$ cat src/rtl/uart_evt_pkg.sv
package uart_evt_pkg;
  localparam int ADDR_W = 6;
  localparam int NUM_EV = 4;

  localparam logic [ADDR_W-1:0] A_STARTRX = 6'd0;
  localparam logic [ADDR_W-1:0] A_STOPRX  = 6'd1;
  localparam logic [ADDR_W-1:0] A_STARTTX = 6'd2;
  localparam logic [ADDR_W-1:0] A_STOPTX  = 6'd3;
  localparam logic [ADDR_W-1:0] A_SUSPEND = 6'd4;
  localparam logic [ADDR_W-1:0] A_EV_RXRDY = 6'd8;
  localparam logic [ADDR_W-1:0] A_EV_TXRDY = 6'd9;
  localparam logic [ADDR_W-1:0] A_EV_ERR   = 6'd10;
  localparam logic [ADDR_W-1:0] A_EV_RXTO  = 6'd11;
  localparam logic [ADDR_W-1:0] A_MASK    = 6'd16;
  localparam logic [ADDR_W-1:0] A_MASKSET = 6'd17;
  localparam logic [ADDR_W-1:0] A_MASKCLR = 6'd18;
  localparam logic [ADDR_W-1:0] A_ERRSRC  = 6'd20;
  localparam logic [ADDR_W-1:0] A_ENABLE  = 6'd24;
  localparam logic [ADDR_W-1:0] A_RXD     = 6'd25;
  localparam logic [ADDR_W-1:0] A_TXD     = 6'd26;
  localparam logic [ADDR_W-1:0] A_PINSEL0 = 6'd28;
  localparam logic [ADDR_W-1:0] A_BAUD    = 6'd32;

  localparam int EV_RXRDY = 0;
  localparam int EV_TXRDY = 1;
  localparam int EV_ERR   = 2;
  localparam int EV_RXTO  = 3;

  localparam logic [31:0] ENABLE_KEY = 32'd4;

  // position after stepping a ring pointer
  function automatic int unsigned ring_add(int unsigned base, int unsigned step,
                                           int unsigned depth);
    return (base + step) % depth;
  endfunction

  // fill level after one cycle of push/pop
  function automatic int unsigned level_next(int unsigned level, logic push, logic pop);
    return level + (push ? 1 : 0) - (pop ? 1 : 0);
  endfunction
endpackage

$ cat src/rtl/uart_evt_rxfifo.sv
module uart_evt_rxfifo
  import uart_evt_pkg::*;
#(
  parameter int DEPTH = 6
) (
  input  logic                      clk,
  input  logic                      rst_n,
  input  logic                      push,
  input  logic [7:0]                push_byte,
  input  logic                      pop,
  output logic [7:0]                head_byte,
  output logic [$clog2(DEPTH+1)-1:0] level,
  output logic                      full,
  output logic                      empty
);
  localparam int PW = (DEPTH > 1) ? $clog2(DEPTH) : 1;
  localparam int CW = $clog2(DEPTH + 1);

  logic [7:0]    mem_q [DEPTH];
  logic [PW-1:0] head_q;
  logic [CW-1:0] cnt_q;
  logic [PW-1:0] tail_w;

  assign tail_w    = PW'(ring_add(32'(head_q), 32'(cnt_q), DEPTH));
  assign head_byte = mem_q[head_q];
  assign level     = cnt_q;
  assign full      = (cnt_q == CW'(DEPTH));
  assign empty     = (cnt_q == '0);

  always_ff @(posedge clk or negedge rst_n) begin
    if (!rst_n) begin
      for (int i = 0; i < DEPTH; i++) mem_q[i] <= '0;
      head_q <= '0;
      cnt_q  <= '0;
    end else begin
      if (push) mem_q[tail_w] <= push_byte;
      if (pop) head_q <= PW'(ring_add(32'(head_q), 1, DEPTH));
      cnt_q <= CW'(level_next(32'(cnt_q), push, pop));
    end
  end

  p_no_overflow_r11: assert property (@(posedge clk) disable iff (!rst_n)
    push |-> !full);
  p_no_underflow_r6: assert property (@(posedge clk) disable iff (!rst_n)
    pop |-> !empty);
endmodule

$ cat src/rtl/uart_evt_txhold.sv
module uart_evt_txhold (
  input  logic       clk,
  input  logic       rst_n,
  input  logic       load,
  input  logic [7:0] load_byte,
  input  logic       tx_on,
  input  logic       tx_ready,
  output logic       tx_valid,
  output logic [7:0] tx_data,
  output logic       done_evt
);
  logic       pend_q;
  logic [7:0] byte_q;
  logic       accept_evt;

  assign accept_evt = load && tx_on && !pend_q;
  assign done_evt   = pend_q && tx_ready;
  assign tx_valid   = pend_q;
  assign tx_data    = byte_q;

  always_ff @(posedge clk or negedge rst_n) begin
    if (!rst_n) begin
      pend_q <= 1'b0;
      byte_q <= '0;
    end else begin
      if (accept_evt) begin
        pend_q <= 1'b1;
        byte_q <= load_byte;
      end else if (done_evt) begin
        pend_q <= 1'b0;
      end
    end
  end

  p_tx_hold_r5: assert property (@(posedge clk) disable iff (!rst_n)
    (tx_valid && !tx_ready) |=> (tx_valid && $stable(tx_data)));
  p_tx_done_r5: assert property (@(posedge clk) disable iff (!rst_n)
    done_evt |=> !tx_valid);
endmodule

$ cat src/rtl/uart_evt_irq.sv
module uart_evt_irq #(
  parameter int NEV = 4
) (
  input  logic [NEV-1:0] ev,
  input  logic [NEV-1:0] mask,
  output logic           irq
);
  logic [NEV-1:0] hit;
  for (genvar g = 0; g < NEV; g++) begin : g_hit
    assign hit[g] = ev[g] & mask[g];
  end
  assign irq = |hit;
endmodule

$ cat src/rtl/uart_evt_ctrl.sv
module uart_evt_ctrl
  import uart_evt_pkg::*;
#(
  parameter int          FIFO_DEPTH = 6,
  parameter int          NUM_PINSEL = 4,
  parameter logic [31:0] BAUD_RST   = 32'h0400_0000
) (
  input  logic              clk,
  input  logic              rst_n,
  input  logic [ADDR_W-1:0] bus_addr,
  input  logic              bus_wr,
  input  logic              bus_rd,
  input  logic [31:0]       bus_wdata,
  output logic [31:0]       bus_rdata,
  output logic [7:0]        tx_data,
  output logic              tx_valid,
  input  logic              tx_ready,
  input  logic [7:0]        rx_data,
  input  logic              rx_valid,
  output logic              rx_ready,
  input  logic              brk_in,
  output logic              irq
);
  localparam int CW = $clog2(FIFO_DEPTH + 1);

  logic              en_q, rx_on_q, tx_on_q;
  logic [NUM_EV-1:0] ev_q, mask_q;
  logic [1:0]        errsrc_q;
  logic [31:0]       baud_q;
  logic [31:0]       pinsel_q [NUM_PINSEL];

  logic wr_ok, rd_ok, w_one, w_zero;
  logic wr_evrx, wr_evtx, wr_everr, wr_evto, wr_errsrc, wr_en;
  logic start_rx, start_tx, stop_rx_evt, stop_tx_evt;
  logic push_evt, pop_evt, rearm_evt, tx_done_evt, tx_load;
  logic [7:0]    head_byte;
  logic [CW-1:0] fifo_level;
  logic          fifo_full, fifo_empty;

  assign wr_ok  = bus_wr && (en_q || bus_addr == A_ENABLE);
  assign rd_ok  = bus_rd && en_q;
  assign w_one  = (bus_wdata == 32'd1);
  assign w_zero = (bus_wdata == 32'd0);

  assign wr_evrx   = wr_ok && bus_addr == A_EV_RXRDY;
  assign wr_evtx   = wr_ok && bus_addr == A_EV_TXRDY;
  assign wr_everr  = wr_ok && bus_addr == A_EV_ERR;
  assign wr_evto   = wr_ok && bus_addr == A_EV_RXTO;
  assign wr_errsrc = wr_ok && bus_addr == A_ERRSRC;
  assign wr_en     = wr_ok && bus_addr == A_ENABLE;
  assign tx_load   = wr_ok && bus_addr == A_TXD;

  assign start_rx    = wr_ok && bus_addr == A_STARTRX && w_one;
  assign start_tx    = wr_ok && bus_addr == A_STARTTX && w_one;
  assign stop_rx_evt = (wr_ok && w_one && (bus_addr == A_STOPRX || bus_addr == A_SUSPEND))
                       || (wr_en && w_zero);
  assign stop_tx_evt = (wr_ok && w_one && (bus_addr == A_STOPTX || bus_addr == A_SUSPEND))
                       || (wr_en && w_zero);

  assign rx_ready  = rx_on_q && !fifo_full;
  assign push_evt  = rx_valid && rx_ready;
  assign pop_evt   = rd_ok && bus_addr == A_RXD && rx_on_q && !fifo_empty;
  assign rearm_evt = pop_evt && (fifo_level > CW'(1));

  uart_evt_rxfifo #(.DEPTH(FIFO_DEPTH)) u_rxfifo (
    .clk(clk), .rst_n(rst_n), .push(push_evt), .push_byte(rx_data),
    .pop(pop_evt), .head_byte(head_byte), .level(fifo_level),
    .full(fifo_full), .empty(fifo_empty)
  );

  uart_evt_txhold u_txhold (
    .clk(clk), .rst_n(rst_n), .load(tx_load), .load_byte(bus_wdata[7:0]),
    .tx_on(tx_on_q), .tx_ready(tx_ready), .tx_valid(tx_valid),
    .tx_data(tx_data), .done_evt(tx_done_evt)
  );

  uart_evt_irq #(.NEV(NUM_EV)) u_irq (.ev(ev_q), .mask(mask_q), .irq(irq));

  // control and event state
  always_ff @(posedge clk or negedge rst_n) begin
    if (!rst_n) begin
      en_q     <= 1'b0;
      rx_on_q  <= 1'b0;
      tx_on_q  <= 1'b0;
      ev_q     <= '0;
      mask_q   <= '0;
      errsrc_q <= '0;
      baud_q   <= BAUD_RST;
    end else begin
      if (wr_en) begin
        if (bus_wdata == ENABLE_KEY) en_q <= 1'b1;
        else if (w_zero)             en_q <= 1'b0;
      end
      if (stop_rx_evt)   rx_on_q <= 1'b0;
      else if (start_rx) rx_on_q <= 1'b1;
      if (stop_tx_evt)   tx_on_q <= 1'b0;
      else if (start_tx) tx_on_q <= 1'b1;

      if (wr_evrx) begin
        if (w_zero) ev_q[EV_RXRDY] <= 1'b0;
      end else if (push_evt || rearm_evt) begin
        ev_q[EV_RXRDY] <= 1'b1;
      end
      if (wr_evtx)          ev_q[EV_TXRDY] <= !w_zero;
      else if (tx_done_evt) ev_q[EV_TXRDY] <= 1'b1;
      if (wr_everr)         ev_q[EV_ERR] <= !w_zero;
      else if (brk_in)      ev_q[EV_ERR] <= 1'b1;
      if (wr_evto)          ev_q[EV_RXTO] <= !w_zero;
      else if (stop_rx_evt) ev_q[EV_RXTO] <= 1'b1;

      if (wr_errsrc)   errsrc_q <= errsrc_q & ~bus_wdata[1:0];
      else if (brk_in) errsrc_q <= 2'b11;

      if (wr_ok && bus_addr == A_MASK)         mask_q <= bus_wdata[NUM_EV-1:0];
      else if (wr_ok && bus_addr == A_MASKSET) mask_q <= mask_q | bus_wdata[NUM_EV-1:0];
      else if (wr_ok && bus_addr == A_MASKCLR) mask_q <= mask_q & ~bus_wdata[NUM_EV-1:0];

      if (wr_ok && bus_addr == A_BAUD) baud_q <= bus_wdata;
    end
  end

  for (genvar g = 0; g < NUM_PINSEL; g++) begin : g_pinsel
    always_ff @(posedge clk or negedge rst_n) begin
      if (!rst_n) pinsel_q[g] <= '1;
      else if (wr_ok && bus_addr == A_PINSEL0 + ADDR_W'(g)) pinsel_q[g] <= bus_wdata;
    end
  end

  // read mux
  always_comb begin
    bus_rdata = '0;
    if (en_q) begin
      case (bus_addr)
        A_EV_RXRDY: bus_rdata = {31'd0, ev_q[EV_RXRDY]};
        A_EV_TXRDY: bus_rdata = {31'd0, ev_q[EV_TXRDY]};
        A_EV_ERR:   bus_rdata = {31'd0, ev_q[EV_ERR]};
        A_EV_RXTO:  bus_rdata = {31'd0, ev_q[EV_RXTO]};
        A_MASK, A_MASKSET, A_MASKCLR: bus_rdata = {{(32-NUM_EV){1'b0}}, mask_q};
        A_ERRSRC:   bus_rdata = {30'd0, errsrc_q};
        A_ENABLE:   bus_rdata = ENABLE_KEY;
        A_RXD:      bus_rdata = {24'd0, head_byte};
        A_TXD:      bus_rdata = {24'd0, tx_data};
        A_BAUD:     bus_rdata = baud_q;
        default: begin
          for (int i = 0; i < NUM_PINSEL; i++)
            if (bus_addr == A_PINSEL0 + ADDR_W'(i)) bus_rdata = pinsel_q[i];
        end
      endcase
    end
  end

  p_irq_level_r1: assert property (@(posedge clk) disable iff (!rst_n)
    (|(ev_q & mask_q)) == irq);
  p_locked_mask_r2: assert property (@(posedge clk) disable iff (!rst_n)
    (!en_q && bus_wr && bus_addr != A_ENABLE) |=> $stable(mask_q));
  p_enable_off_r3: assert property (@(posedge clk) disable iff (!rst_n)
    (wr_en && w_zero) |=> (!en_q && !rx_on_q && !tx_on_q && ev_q[EV_RXTO]));
  p_rearm_r6: assert property (@(posedge clk) disable iff (!rst_n)
    (rearm_evt && !wr_evrx) |=> ev_q[EV_RXRDY]);
  p_stop_rx_r7: assert property (@(posedge clk) disable iff (!rst_n)
    stop_rx_evt |=> (!rx_on_q && ev_q[EV_RXTO]));
  p_break_r8: assert property (@(posedge clk) disable iff (!rst_n)
    (brk_in && !wr_errsrc && !wr_everr) |=> (errsrc_q == 2'b11 && ev_q[EV_ERR]));
  p_bus_wins_r12: assert property (@(posedge clk) disable iff (!rst_n)
    (wr_evrx && w_zero && push_evt) |=> !ev_q[EV_RXRDY]);
endmodule

$ cat config.mk
export PLATFORM = sky130hd
export DESIGN_NAME = uart_evt_ctrl
export DESIGN_NICKNAME = d
export VERILOG_FILES = /design/src/rtl/uart_evt_pkg.sv /design/src/rtl/uart_evt_rxfifo.sv /design/src/rtl/uart_evt_txhold.sv /design/src/rtl/uart_evt_irq.sv /design/src/rtl/uart_evt_ctrl.sv
export SDC_FILE = /design/constraint.sdc
export NUM_CORES = 1
export LEC_CHECK = 0
export ABC_AREA = 1
export CAP_MARGIN = 20
export CORE_UTILIZATION = 55
export DETAILED_ROUTE_END_ITERATION = 12
export PLACE_DENSITY_LB_ADDON = 0.3
export SLEW_MARGIN = 10
export SYNTH_ARGS = -nofsm -noshare
export SYNTH_HDL_FRONTEND = slang
export SYNTH_HIERARCHICAL = 1
export SYNTH_SLANG_ARGS = --single-unit
$ cat constraint.sdc
create_clock -name clk -period 2.8 [get_ports clk]
set_clock_uncertainty 0.05 [all_clocks]
set_input_delay 0.42 -clock clk [delete_from_list [all_inputs] [get_ports clk]]
set_output_delay 0.42 -clock clk [all_outputs]
set_load 0.01 [all_outputs]
==> results.toml, run 1 <==
[outcome]
status = "finished with violations"
violations = "negative setup slack"

[cts]
path_clk_slew_ns = 0.06
cts_made_buffers = 26
cts_htree_levels = 1
clk_latency_ns = 0.52
cts_tree = "built"
cts-root-buf = "clkbuf_16"
cts.path.max_buffers = 3
cts_sinks = 236

[synth]
synth_area_leaders = "dfstp_2, dfrtp_1, nand2_1"
synth_top_area_cell = "dfstp_2"
yosysSeqAreaShare_pct = 47.9
ys_types = 40
yosysMostFrequentCell = "nand2_1"
synthesis.nets = 1650
yosysWarnings = 6
async_reset_ff_share_pct = 100
synth_edf_count = 0
netlist_instances = 1586
syn-cell-area_mm2 = 0.0127
synth-seq-cells = 236
yosysTopAreaCellShare_pct = 26.7
syn_area_per_cell_um2 = 7.99
synth_top_flop_cell = "dfstp_2"
yosys-top-cells-count = "nand2_1, nor2_1, dfstp_2, dfrtp_1, o21ai_1"

[layout]
multi_input_area_mm2 = 0.00577
regArea_mm2 = 0.00607
layout-drive-gt1-share_pct = 27.5
area_delta_synth_final_pct = 24.4
antenna_cells = 0
fillers = 1733
nets = 1827

[drt]
initialDrtViolationCount = 1053
post_drt_wl_per_cell_um = 17.0
vias = 11500
wl_um = 35200
drtPass1Iterations = 5
drcViolationCount = 0
viasPerCell = 5.54
drtAntennaViolNets = 0

[job]
drv_cap = 0

[floorplanning]
rows = 55
start_util_pct = 56.0
ios = 96
die_area_mm2 = 0.0237
coreArea_mm2 = 0.0226
die_y_um = 154
die_w_um = 154

[setup_path]
worstSetupEndpointType = "flip-flop"
crit_family = "adder cells"
crit_required_ns = 3.16
crit_type = "flip-flop to flip-flop"
cp_num_buf_inv = 4
critPathLaunchType = "flip-flop"
worstPathArrival_ns = 3.19
critical_path.cell_chain = "buf_4, ha_1, inv_1, fa_2, xnor2_2, ha_1, nor2_1, nand3_1, nand3_2, buf_4, nand2_4, inv_8, nand3_4, nand2_2, nand2_1"
crit_fanout = 8
r2r_slack_ns = -0.03
cp_slowest_cell = "dfrtp_2"
cpPeakStageDelay_ns = 0.43

[place]
place_congestion = 1.05
port_buffers = 95
place_ws_ns = -0.429
dp_hpwl_um = 22400

[power_and_ir_drop]
p_leak_nw = 7.36
peakVddDrop_uv = 482
cellPowerDensity_mw_per_mm2 = 602

[sta]
min_period_over_period_pct = 101
relSlewSlack_pct = 59.8
final.setup.worst_slack_ns = -0.0303
tightest_slew_ns = 0.603
setup_viol_count_final = 2
finalCriticalPeriod_ns = 2.83
rsz0062_at_grt = "true"
maxClockFrequency_ghz = 0.353
final_hold_viol_count = 0
final_max_slew_viol_count = 0
hold_ws_ns = 0.396

[grt]
grt-ovfl-total = 0
antenna_found_initial = 0
grt_use_total_pct = 30.2
grt_max_degree = 72
grt_pass1_wl_um = 56900
grt_pass1_vias = 11100

[min_path]
hold_path_class = "primary input to asynchronous set/reset pin"
==> worst register-to-register path, cell delays in order (launching register included) <==
cell     delay, ns
dfrtp_2       0.43
buf_4         0.15
ha_1          0.17
inv_1         0.07
fa_2          0.38
xnor2_2       0.16
ha_1          0.27
nor2_1        0.10
nand3_1       0.11
nand3_2       0.12
buf_4         0.12
nand2_4       0.10
inv_8         0.12
nand3_4       0.17
nand2_2       0.13
nand2_1       0.07
==> final timing paths <==
check                                    from                 end  cells after the start
setup / recovery           u_rxfifo/head_q[0]  u_rxfifo/mem_q[43]                     15
setup reg to reg           u_rxfifo/head_q[0]  u_rxfifo/mem_q[43]                     15
hold reg to reg                  pinsel_q[42]        pinsel_q[42]                      2
hold / removal                          rst_n  u_rxfifo/mem_q[33]                      2
max in group asynchronous               rst_n  u_rxfifo/head_q[0]                      3
min in group clk                  bus_addr[0]             tx_on_q                      5
==> stage by stage <==
stage	total power [mW]	utilization, %	std cells	setup TNS [ns]	cell area [um^2]
after CTS	9.31	68.7	2058	-0.122	15600
after global placement	5.62	63.4	1985	-11.92	14400
final	9.50	69.6	2068	-0.0392	15800
after detailed placement	5.67	63.4	1985	-12.76	14400
after floorplan	5.05	-	1586	0	12700
after global routing	9.91	69.6	2068	-1.56	15800
==> state kept, by name (all words and copies together), names as in the netlist, named ones only <==
signal             flops
u_txhold/tx_valid      1
errsrc_q               2
rx_on_q                1
en_q                   1
ev_q                   4
u_rxfifo/head_q        3
u_rxfifo/level         3
baud_q                32
pinsel_q             128
u_txhold/tx_data       8
u_rxfifo/mem_q        48
tx_on_q                1
==> per-layer routing <==
metal,vias up,track usage (%),share of wire (%)
met1,5460,40.1,42
met4,0,12.0,3.8
li1,5456,-,-
met2,442,49.7,48
met5,-,0,0
met3,98,4.68,6.6
==> cells in the final DEF (no fill, tap or decap), types with 5 or more instances in the layout <==
cell type	synthesis	routed
clkbuf_8	0	10
nand4_1	30	30
dfstp_2	129	129
buf_2	8	11
nand3_1	66	61
dfrtp_1	107	105
buf_4	4	83
o21ai_0	78	64
inv_2	8	5
clkdlybuf4s50_1	0	56
clkbuf_16	0	26
o21ai_1	105	106
nor2_4	7	11
nand2_1	603	590
inv_1	101	100
nor3_1	5	5
o22ai_1	9	5
dlygate4sd2_1	0	16
nand2_2	5	18
buf_6	44	14
clkbuf_2	0	8
nor2_1	151	129
ha_1	9	9
nand3_4	4	5
buf_12	1	26
o21ai_2	65	78
nor2_2	3	21
nand3_2	3	7
==> what timing repair did <==
| action | in CTS | in global routing |
|---|---|---|
| setup buffers | 21 | 10 |
| endpoints found under the hold margin | 38 | 0 |
| cloned | 3 | 0 |
| pin swaps | 17 | 39 |
| hold buffers | 1 | 0 |
| endpoints found under the setup margin | 48 | 60 |
| gates resized for setup | 114 | 85 |
==> final cells by class <==
class	instances	share of cell area, %
multi-input combinational	1167	36.6
timing repair buffer	221	14.1
inverter	111	2.79
tap	285	2.26
clock inverter	9	0.706
clock buffer	39	5.07
sequential	236	38.5
==> report_power, final <==
part	internal (mW)	leakage [nW]	switching, mW	total (mW)
Combinational	0.787	4.20	1.15	1.94
Clock	2.16	0.447	1.39	3.54
Sequential	3.79	2.72	0.235	4.02
Total	6.73	7.36	2.77	9.50
==> cell families after synthesis <==
| family | share of synthesized area (%) |
|---|---|
| flip-flops | 47.9 |
| AND/OR/NAND/NOR | 29.9 |
| AO/OA/AOI/OAI | 12.4 |
| XOR/XNOR | 0.276 |
| buffers and inverters | 8.39 |
| adder cells (fa/ha/maj) | 1.20 |
Power figures use the tool's default switching activity.
==> run 2, diff against run 1 <==
--- a/config.mk
+++ b/config.mk
@@ -8,5 +8,7 @@
 export ABC_AREA = 1
 export CAP_MARGIN = 20
-export CORE_UTILIZATION = 55
+export CELL_PAD_IN_SITES_DETAIL_PLACEMENT = 0
+export CELL_PAD_IN_SITES_GLOBAL_PLACEMENT = 2
+export CORE_UTILIZATION = 35
 export DETAILED_ROUTE_END_ITERATION = 12
 export PLACE_DENSITY_LB_ADDON = 0.3
--- a/constraint.sdc
+++ b/constraint.sdc
@@ -3,3 +3,3 @@
 set_input_delay 0.42 -clock clk [delete_from_list [all_inputs] [get_ports clk]]
 set_output_delay 0.42 -clock clk [all_outputs]
-set_load 0.01 [all_outputs]
+set_load 0.02 [all_outputs]
==> run 2 against run 1 <==
Effect of this change:
- the flow now finishes without violations
- critical endpoint is now bus_rdata[4]
- sequential power about the same
- worst hold slack got worse by 0.035 ns
- die area rose by 56%
- largest cell class unchanged
- first-iteration DRC count fell by 52%
- sequential share of layout area is 0.76 points lower
- highest routed layer unchanged
==> results.toml, run 2 (synthesis gave the netlist of run 1 again) <==
[layout]
final_cell_mix = "nand2_1, nor2_1, dfstp_2"
area_delta_synth_final_pct = 26.9
top_regs = "pinsel_q: 128 flops, u_rxfifo/mem_q: 48 flops, baud_q: 32 flops"
nets = 1824
final_cells = 2242
layout-drive-gt1-share_pct = 27.1
largest_reg_flops = 128
final_common_cell = "nand2_1"
top_register = "pinsel_q"
final_core_util_pct = 45.2
antenna_cells = 0
fillers = 3593

[place]
place_congestion = 0.845
port_buffers = 95
dp_hpwl_um = 24800
dp_cells = 2172

[grt]
grt_use_total_pct = 20.2
grt_pass1_wl_um = 58500
grt_max_degree = 65
antenna_found_initial = 0
grt-ovfl-total = 0
grt_pass1_vias = 10400

[sta]
tightest_slew_ns = 0.598
maxClockFrequency_ghz = 0.360
final_max_slew_viol_count = 0
relSlewSlack_pct = 60.2
finalCriticalPeriod_ns = 2.78
setup_tns_ns = 0
min_period_over_period_pct = 99.3
final_hold_viol_count = 0
setup_viol_count_final = 0
rsz0062_at_grt = "true"

[drt]
wl_um = 36400
initialDrtViolationCount = 505
vias = 10700
viasPerCell = 4.77
drtPass1Iterations = 5
drtAntennaViolNets = 0
post_drt_wl_per_cell_um = 16.2
drcViolationCount = 0

[power_and_ir_drop]
pwr-share-comb_pct = 19.3
peakVddDrop_uv = 471
p_sw_mw = 2.73
swShare_pct = 28.8
p_int_mw = 6.76
p_seq_share_pct = 42.2
p_leak_nw = 7.37
cellPowerDensity_mw_per_mm2 = 590
p_clk_share_pct = 38.6

[floorplanning]
die_w_um = 192
die_area_mm2 = 0.0370
start_util_pct = 35.6
rows = 69
ios = 96
coreArea_mm2 = 0.0356
die_y_um = 192

[cts]
cts_made_buffers = 28
cts_sinks = 236
clk_latency_ns = 0.54
cts-root-buf = "clkbuf_16"
cts_htree_levels = 1
cts.path.max_buffers = 3
cts_tree = "built"
path_clk_slew_ns = 0.06

[min_path]
hold_path_class = "primary input to asynchronous set/reset pin"

[setup_path]
crit_fanout = 6
crit_required_ns = 2.33
worstRegToRegCells = 15
crit_type = "primary input to primary output"
worstSetupEndpointType = "primary output"
critPathLaunchType = "primary input"
worstPathArrival_ns = 2.31

[outcome]
status = "finished, final reports clean"

[job]
drv_cap = 0
-- run 2: cell count changes in the layout (fill, tap and decap cells not counted), moves of 6 or more --
| cell | previous run | this run |
|---|---|---|
| dlygate4sd2_1 | 16 | 6 |
| nor2_1 | 129 | 139 |
| nor2_2 | 21 | 13 |
| buf_12 | 26 | 33 |
| clkdlybuf4s15_2 | 0 | 7 |
| clkbuf_2 | 8 | 2 |
| nand2_2 | 18 | 12 |
-- run 2: path summary, 6_finish.rpt --
kind | start | endpoint | slack, ns
setup / recovery | bus_addr[0] | bus_rdata[4] | 0.02
hold / removal | rst_n | baud_q[14] | 0.36
setup reg to reg | u_rxfifo/head_q[0] | u_rxfifo/mem_q[36] | 0.07
hold reg to reg | u_rxfifo/mem_q[31] | u_rxfifo/mem_q[31] | 0.42
max in group asynchronous | rst_n | pinsel_q[43] | 1.52
min in group clk | u_rxfifo/mem_q[31] | u_rxfifo/mem_q[31] | 0.42
-- run 2: worst max-delay path: stages --
cell and delay, ns:
dlygate4sd2_1 0.31, inv_1 0.08, nor2_2 0.19, nand3_2 0.18, nand3_2 0.12, nor2_4 0.04
buf_12 0.13, bufbuf_16 0.27, buf_4 0.13, nand2_1 0.06, nor2_1 0.05, nor2_2 0.17
buf_6 0.14
-- run 2: layer usage --
layer  GRT usage, %  wire length [um]  share of wire (%)
met4           3.27               486                1.3
met5              0                 0                  0
met2           33.3             17000                 47
met3           2.31              1290                3.5
met1           28.8             17600                 48
-- run 2: what timing repair did --
| action | 4_1_cts | 5_1_grt |
|---|---|---|
| hold endpoints to repair | 10 | 0 |
| gates cloned | 3 | 2 |
| buffers inserted | 10 | 3 |
| gates resized for setup | 177 | 38 |
| pin swaps | 23 | 40 |
| endpoints found under the setup margin | 64 | 52 |
| hold buffers | 1 | 0 |
-- run 2: power groups by stage --
stage                     registers (mW)  logic (mW)  clock network (mW)
after floorplan                     3.98        1.07                   0
after detailed placement            4.03        1.68                   0
after CTS                           3.99        1.76                3.76
final                               4.00        1.83                3.66
after global routing                4.05        2.06                3.91
after global placement              4.03        1.65                   0
-- run 2: per-stage QoR --
step                      hold slack [ns]  worst slack [ns]  area, um^2  power, mW
after floorplan                    0.0744             0.362       12700       5.05
after global placement              0.353            -0.556       14700       5.67
after detailed placement            0.349            -0.528       14700       5.71
after CTS                           0.371           -0.0269       15900       9.51
after global routing                0.407            -0.130       16100       10.0
final                               0.362            0.0197       16100       9.49
-- run 2: cell type report --
class / count / area [um^2] / area share (%)
repair buffers: 216 / 2320 / 14.4
well taps: 461 / 577 / 3.59
multi-input cells: 1167 / 5750 / 35.7
clock inverters: 7 / 66.3 / 0.412
flip-flops and latches: 236 / 6070 / 37.7
inverters: 111 / 437 / 2.71
clock buffers: 44 / 872 / 5.42
